[config.mk]
export PLATFORM = sky130hd
export DESIGN_NAME = vectorIrqArbiter
export DESIGN_NICKNAME = d
export VERILOG_FILES = /design/src/rtl/vecArbPkg.sv /design/src/rtl/vecArbPicker.sv /design/src/rtl/vecArbControl.sv /design/src/rtl/vecArbDatapath.sv /design/src/rtl/vectorIrqArbiter.sv
export SDC_FILE = /design/constraint.sdc
export NUM_CORES = 1
export LEC_CHECK = 0
export ABC_CLOCK_PERIOD_IN_PS = 1700
export CAP_MARGIN = 20
export CORE_ASPECT_RATIO = 1.2
export CORE_MARGIN = 2
export CORE_UTILIZATION = 35
export CTS_CLUSTER_DIAMETER = 50
export DETAILED_ROUTE_END_ITERATION = 10
export PLACE_DENSITY = 0.63
export SLEW_MARGIN = 25
export SYNTH_ARGS = -nofsm -noshare
export SYNTH_HDL_FRONTEND = slang
export SYNTH_SLANG_ARGS = --single-unit
[constraint.sdc]
create_clock -name clk -period 1.7 [get_ports clk]
set_input_delay 0.17 -clock clk [delete_from_list [all_inputs] [get_ports clk]]
set_output_delay 0.17 -clock clk [all_outputs]
set_load 0.05 [all_outputs]
[src/rtl/vecArbPkg.sv]
package vecArbPkg;

  typedef enum logic {
    ST_IDLE  = 1'b0,
    ST_GRANT = 1'b1
  } arbState_t;

  typedef struct packed {
    logic grantLoad;
    logic grantClear;
  } arbStrobes_t;

endpackage

[src/rtl/vecArbPicker.sv]
module vecArbPicker #(
  parameter int NUM_CH = 2,
  parameter int IDX_W  = 1
) (
  input  logic [NUM_CH-1:0] eligible,
  input  logic              rotate,
  input  logic [IDX_W-1:0]  lastGrant,
  output logic [NUM_CH-1:0] winOnehot,
  output logic [IDX_W-1:0]  winIdx,
  output logic              anyWin
);

  int startPos;
  int pos;

  always_comb begin
    winOnehot = '0;
    winIdx    = '0;
    anyWin    = 1'b0;
    startPos  = 0;
    pos       = 0;
    if (rotate) begin
      startPos = int'(lastGrant) + 1;
      if (startPos >= NUM_CH) startPos = 0;
    end
    for (int k = 0; k < NUM_CH; k++) begin
      pos = startPos + k;
      if (pos >= NUM_CH) pos = pos - NUM_CH;
      if (!anyWin && eligible[pos]) begin
        anyWin         = 1'b1;
        winOnehot[pos] = 1'b1;
        winIdx         = IDX_W'(pos);
      end
    end
  end

endmodule

[src/rtl/vecArbControl.sv]
module vecArbControl
  import vecArbPkg::*;
(
  input  logic        clk,
  input  logic        rstN,
  input  logic        cpuIntAck,
  input  logic        enable,
  input  logic        anyWin,
  output arbStrobes_t strobes
);

  arbState_t state, stateNext;

  always_comb begin
    stateNext          = state;
    strobes.grantLoad  = 1'b0;
    strobes.grantClear = 1'b0;
    case (state)
      ST_IDLE: begin
        if (cpuIntAck && enable && anyWin) begin
          strobes.grantLoad = 1'b1;
          stateNext         = ST_GRANT;
        end
      end
      ST_GRANT: begin
        if (!cpuIntAck) begin
          strobes.grantClear = 1'b1;
          stateNext          = ST_IDLE;
        end
      end
      default: stateNext = ST_IDLE;
    endcase
  end

  always_ff @(posedge clk) begin
    if (!rstN) state <= ST_IDLE;
    else       state <= stateNext;
  end

endmodule

[src/rtl/vecArbDatapath.sv]
module vecArbDatapath
  import vecArbPkg::*;
#(
  parameter int                NUM_CH    = 2,
  parameter int                DATA_W    = 8,
  parameter int                ADDR_W    = 16,
  parameter int                IDX_W     = 1,
  parameter logic [ADDR_W-1:0] BASE_ADDR = 16'hFFF0
) (
  input  logic              clk,
  input  logic              rstN,
  input  logic [ADDR_W-1:0] busAddr,
  input  logic              busWrEn,
  input  logic [DATA_W-1:0] busWrData,
  input  logic [NUM_CH-1:0] irqReq,
  input  arbStrobes_t       strobes,
  output logic              anyWin,
  output logic              enable,
  output logic              cpuInt,
  output logic [NUM_CH-1:0] irqAck,
  output logic [DATA_W-1:0] vecData,
  output logic              vecValid
);

  localparam logic [ADDR_W-1:0] CTRL_ADDR = BASE_ADDR + ADDR_W'(NUM_CH + 1);

  logic [NUM_CH-1:0] maskReg;
  logic [DATA_W-1:0] idxReg [NUM_CH];
  logic              enableReg;
  logic              rotateReg;
  logic [NUM_CH-1:0] servicedReg;
  logic [IDX_W-1:0]  lastGrant;
  logic [NUM_CH-1:0] eligible;
  logic [NUM_CH-1:0] winOnehot;
  logic [IDX_W-1:0]  winIdx;

  assign eligible = irqReq & maskReg & ~servicedReg;
  assign enable   = enableReg;

  always_ff @(posedge clk) begin
    if (!rstN) begin
      maskReg   <= '0;
      enableReg <= 1'b0;
      rotateReg <= 1'b0;
    end else if (busWrEn) begin
      if (busAddr == BASE_ADDR) maskReg <= busWrData[NUM_CH-1:0];
      if (busAddr == CTRL_ADDR) begin
        enableReg <= busWrData[0];
        rotateReg <= busWrData[1];
      end
    end
  end

  for (genvar ch = 0; ch < NUM_CH; ch++) begin : g_idx
    localparam logic [ADDR_W-1:0] IDX_ADDR = BASE_ADDR + ADDR_W'(ch + 1);
    always_ff @(posedge clk) begin
      if (!rstN)                                idxReg[ch] <= '0;
      else if (busWrEn && busAddr == IDX_ADDR)  idxReg[ch] <= busWrData;
    end

    always_ff @(posedge clk) begin
      if (!rstN)                                        servicedReg[ch] <= 1'b0;
      else if (strobes.grantLoad && winOnehot[ch])      servicedReg[ch] <= 1'b1;
      else if (!irqReq[ch])                             servicedReg[ch] <= 1'b0;
    end
  end

  vecArbPicker #(
    .NUM_CH (NUM_CH),
    .IDX_W  (IDX_W)
  ) u_picker (
    .eligible  (eligible),
    .rotate    (rotateReg),
    .lastGrant (lastGrant),
    .winOnehot (winOnehot),
    .winIdx    (winIdx),
    .anyWin    (anyWin)
  );

  always_ff @(posedge clk) begin
    if (!rstN) begin
      irqAck    <= '0;
      vecData   <= '0;
      vecValid  <= 1'b0;
      lastGrant <= '0;
      cpuInt    <= 1'b0;
    end else begin
      cpuInt <= enableReg && (eligible != '0);
      if (strobes.grantLoad) begin
        irqAck    <= winOnehot;
        vecData   <= idxReg[winIdx];
        vecValid  <= 1'b1;
        lastGrant <= winIdx;
      end else if (strobes.grantClear) begin
        irqAck   <= '0;
        vecData  <= '0;
        vecValid <= 1'b0;
      end
    end
  end

endmodule

[src/rtl/vectorIrqArbiter.sv]
module vectorIrqArbiter
  import vecArbPkg::*;
#(
  parameter int                NUM_CH    = 2,
  parameter int                DATA_W    = 8,
  parameter int                ADDR_W    = 16,
  parameter logic [ADDR_W-1:0] BASE_ADDR = 16'hFFF0
) (
  input  logic              clk,
  input  logic              rstN,
  input  logic [ADDR_W-1:0] busAddr,
  input  logic              busWrEn,
  input  logic [DATA_W-1:0] busWrData,
  input  logic [NUM_CH-1:0] irqReq,
  input  logic              cpuIntAck,
  output logic              cpuInt,
  output logic [NUM_CH-1:0] irqAck,
  output logic [DATA_W-1:0] vecData,
  output logic              vecValid
);

  localparam int IDX_W = (NUM_CH > 1) ? $clog2(NUM_CH) : 1;

  arbStrobes_t strobes;
  logic        anyWin;
  logic        enable;

  vecArbControl u_control (
    .clk       (clk),
    .rstN      (rstN),
    .cpuIntAck (cpuIntAck),
    .enable    (enable),
    .anyWin    (anyWin),
    .strobes   (strobes)
  );

  vecArbDatapath #(
    .NUM_CH    (NUM_CH),
    .DATA_W    (DATA_W),
    .ADDR_W    (ADDR_W),
    .IDX_W     (IDX_W),
    .BASE_ADDR (BASE_ADDR)
  ) u_datapath (
    .clk       (clk),
    .rstN      (rstN),
    .busAddr   (busAddr),
    .busWrEn   (busWrEn),
    .busWrData (busWrData),
    .irqReq    (irqReq),
    .strobes   (strobes),
    .anyWin    (anyWin),
    .enable    (enable),
    .cpuInt    (cpuInt),
    .irqAck    (irqAck),
    .vecData   (vecData),
    .vecValid  (vecValid)
  );

endmodule

==> results.md <==
* Fillers at between 300 and 400
* TritonCTS clock tree: done
* Post-Syn Nets at ~170
* I/O pins at 42
* Drt total wl at roughly 3000 um
* Final period util at 0.988
* Cell Area, Synth at between 1000 and 1500 um^2
* Finished Layout Cells at 248
* Hold Slack at 455 ps
* Layout cells sized above 1 at 0.203
* Initial core utilization at 0.356
* Clock sinks at 36
* Nets at between 200 and 250
* CTS Root Cell: clkbuf_8
* Peak Freq at 595 MHz
* EDFF count, synth at 16
* Placement Setup Slack at -369 ps
* Worst hold path type: reg2reg
* VDD IR max at about 0.00031 V
* Die area at 4810 um^2
* Tmin final at approximately 1700 ps
* Yosys cell types at 33
* Antenna violations before repair at 0
* Slew Limit Headroom at 0.669
* First-pass iteration count of the detailed router at 4
* Setup violators final at 0
* Final hold vios at 0
* Grt total ovfl at 0
* Ranking of synthesized cells by area: edfxtp_1 (32%), dfxtp_1 (27%), mux2i_1 (5.4%)
* Critical path class: in2reg
* Post-Syn Area per Cell at approximately 11 um^2
* CTS buffer count at 5
* Crit-path cells: clkdlybuf4s50_1 -> nand4_1 -> or4_4 -> or2_4 -> buf_12 -> nor2_2
* Mapped Cells at 135
* Via count at approximately 1200
* Worst slew pin tran at about 490 ps
* Crit path launch type: input pin
* Area grow syn2layout at 51.5%
* Post-DRT Antenna Nets at 0
* Reg2Reg Setup Slack at 280 ps
* Most frequent cells after synthesis: dfxtp_1 (20), edfxtp_1 (16), nand2_1 (14)
* Die Wd at around 64 um
* Total Routing Usage GR at 0.134
* Fin. max-slew vios at 0
* Largest stage delay, worst path at about 500 ps
* Vias in the first global route at ~1100
* Port Buffer Count at 41
* CORE AREA at 4200 um^2
* RePlAce Congestion at roughly 0.73
* Synthesized flop and latch total at 36
* Via/cell ratio at 4.79
* Drt drc at 0
* MaxCap Viol Count at 0
* Clk_lat worst skew at 280 ps
* Area leader, netlist: edfxtp_1
* Post-synth ARST share at 0
* YS warnings at 0
* Placed Cells at between 200 and 250
* Final worst setup slack at around 20 ps
* CTS Buffer Depth at 2
* Sequential area share after synthesis at 0.589
* Crit path buffers/inverters at 2
* FP Rows at 26
* Global-route wire length before repair at ~5000 um
* Critical Path AT at about 1800 ps
* PwrDens at roughly 800 nW/um^2
* N_diodes at 0
* Required @ worst endpoint at 1840 ps
* DR WL/cell at between 10 and 15 um
* Slowest cell on the critical path: or4_4
* Reg clk slew, reported paths at roughly 70 ps
* Leakage at ~0.00083 uW
* CP Max Fanout at 8
* Yosys top cell area share at 0.321
* DP Wirelength at ~2300 um
* Top_reg_cell synth: dfxtp_1
* Cell family with most CP delay: simple AND/OR/NAND/NOR gates
* Count leader, synth: dfxtp_1
* H-tree lvl count at 2
* DRT iter0 DRCs at 29
* Crit. End Element: flop
* Outcome: completed
* Height of the die at 75.6 um
* Pin count of the biggest net entering global routing at 13
* Clock Skews at 5.56 ps
## registers in the layout, summed over array words and instances, names as in the netlist
register	count
u_control.state	1
u_datapath.servicedReg	2
u_datapath.maskReg	2
u_datapath.cpuInt	1
u_datapath.rotateReg	1
u_datapath.lastGrant	1
u_datapath.vecValid	1
u_datapath.vecData	8
u_datapath.enable	1
u_datapath.irqAck	2
u_datapath.idxReg	16
## where the power goes
part	switching (uW)	internal [uW]
Sequential	6.16	921
Clock	273	472
Combinational	57.3	73.7
Total	337	1470
## path summary, 6_finish.rpt
check                                 start                 endpoint  cells after the start
setup reg to reg  u_datapath.servicedReg[1]     u_datapath.irqAck[1]                      4
hold / removal          u_datapath.vecValid      u_datapath.vecValid                      2
setup / recovery                busAddr[11]  u_datapath.idxReg[1][1]                      6
hold reg to reg         u_datapath.vecValid      u_datapath.vecValid                      2
## layout by cell type, fill, tap and decap left out, drive strengths merged, types with 2 or more instances in the layout
cell type,netlist,final
o21ai,5,5
buf,5,17
clkdlybuf4s50,0,28
edfxtp,16,16
mux2i,8,8
dfxtp,20,20
dlymetal6s2s,0,5
nand4,5,5
clkbuf,1,6
dlygate4sd2,0,5
nand4b,3,3
or4,2,2
nand2,14,14
a21oi,8,8
a22o,2,2
nand2b,4,4
o2bb2ai,8,8
and3b,2,2
inv,3,3
nor2,18,18
## through the flow
stage                     power (uW)  TNS, ps  utilization  area (um^2)
final                           1800        0        0.540         2260
after global routing            1880    -33.4        0.540         2260
after CTS                       1820        0        0.519         2180
after detailed placement        1070   -11380        0.486         2040
after global placement          1070    -9540        0.486         2040
after floorplan                  980        0            -         1510
## layer usage
metal	wire, um	track usage	vias to the layer above	share of wire
met5	0	0	-	0
met4	61	0.0652	0	0.020
met3	134	0.0369	6	0.044
met2	1670	0.253	33	0.55
met1	1200	0.140	544	0.39
li1	-	-	605	-
## what timing repair did
action	4_1_cts	5_1_grt
pin swaps	4	7
hold buffers	0	0
resized for setup	10	17
setup endpoints to repair	24	32
setup buffers	1	0
cloned	0	0
## layout make-up
type,instances,area [um^2],share of cell area
Clock inverter,2,33.8,0.0149
Clock buffer,6,82.6,0.0365
Tap cell,56,70.1,0.0309
Timing Repair Buffer,55,527,0.233
Sequential cell,36,881,0.389
Inverter,3,11.3,0.00497
Multi-Input combinational cell,90,659,0.291
## worst reg2reg max path, delay by kind of cell (launching register included)
| kind | cells | cell delay (ps) |
|---|---|---|
| simple gates | 2 | 620 |
| compound gates | 2 | 430 |
| flops | 1 | 330 |
## logic make-up after synthesis
| kind of cell | synth area share |
|---|---|
| buffers and inverters | 0.0318 |
| DFF | 0.589 |
| AOI/OAI and AO/OA | 0.120 |
| and+or+nand+nor | 0.206 |
| muxes | 0.0536 |
Power figures use the tool's default switching activity.
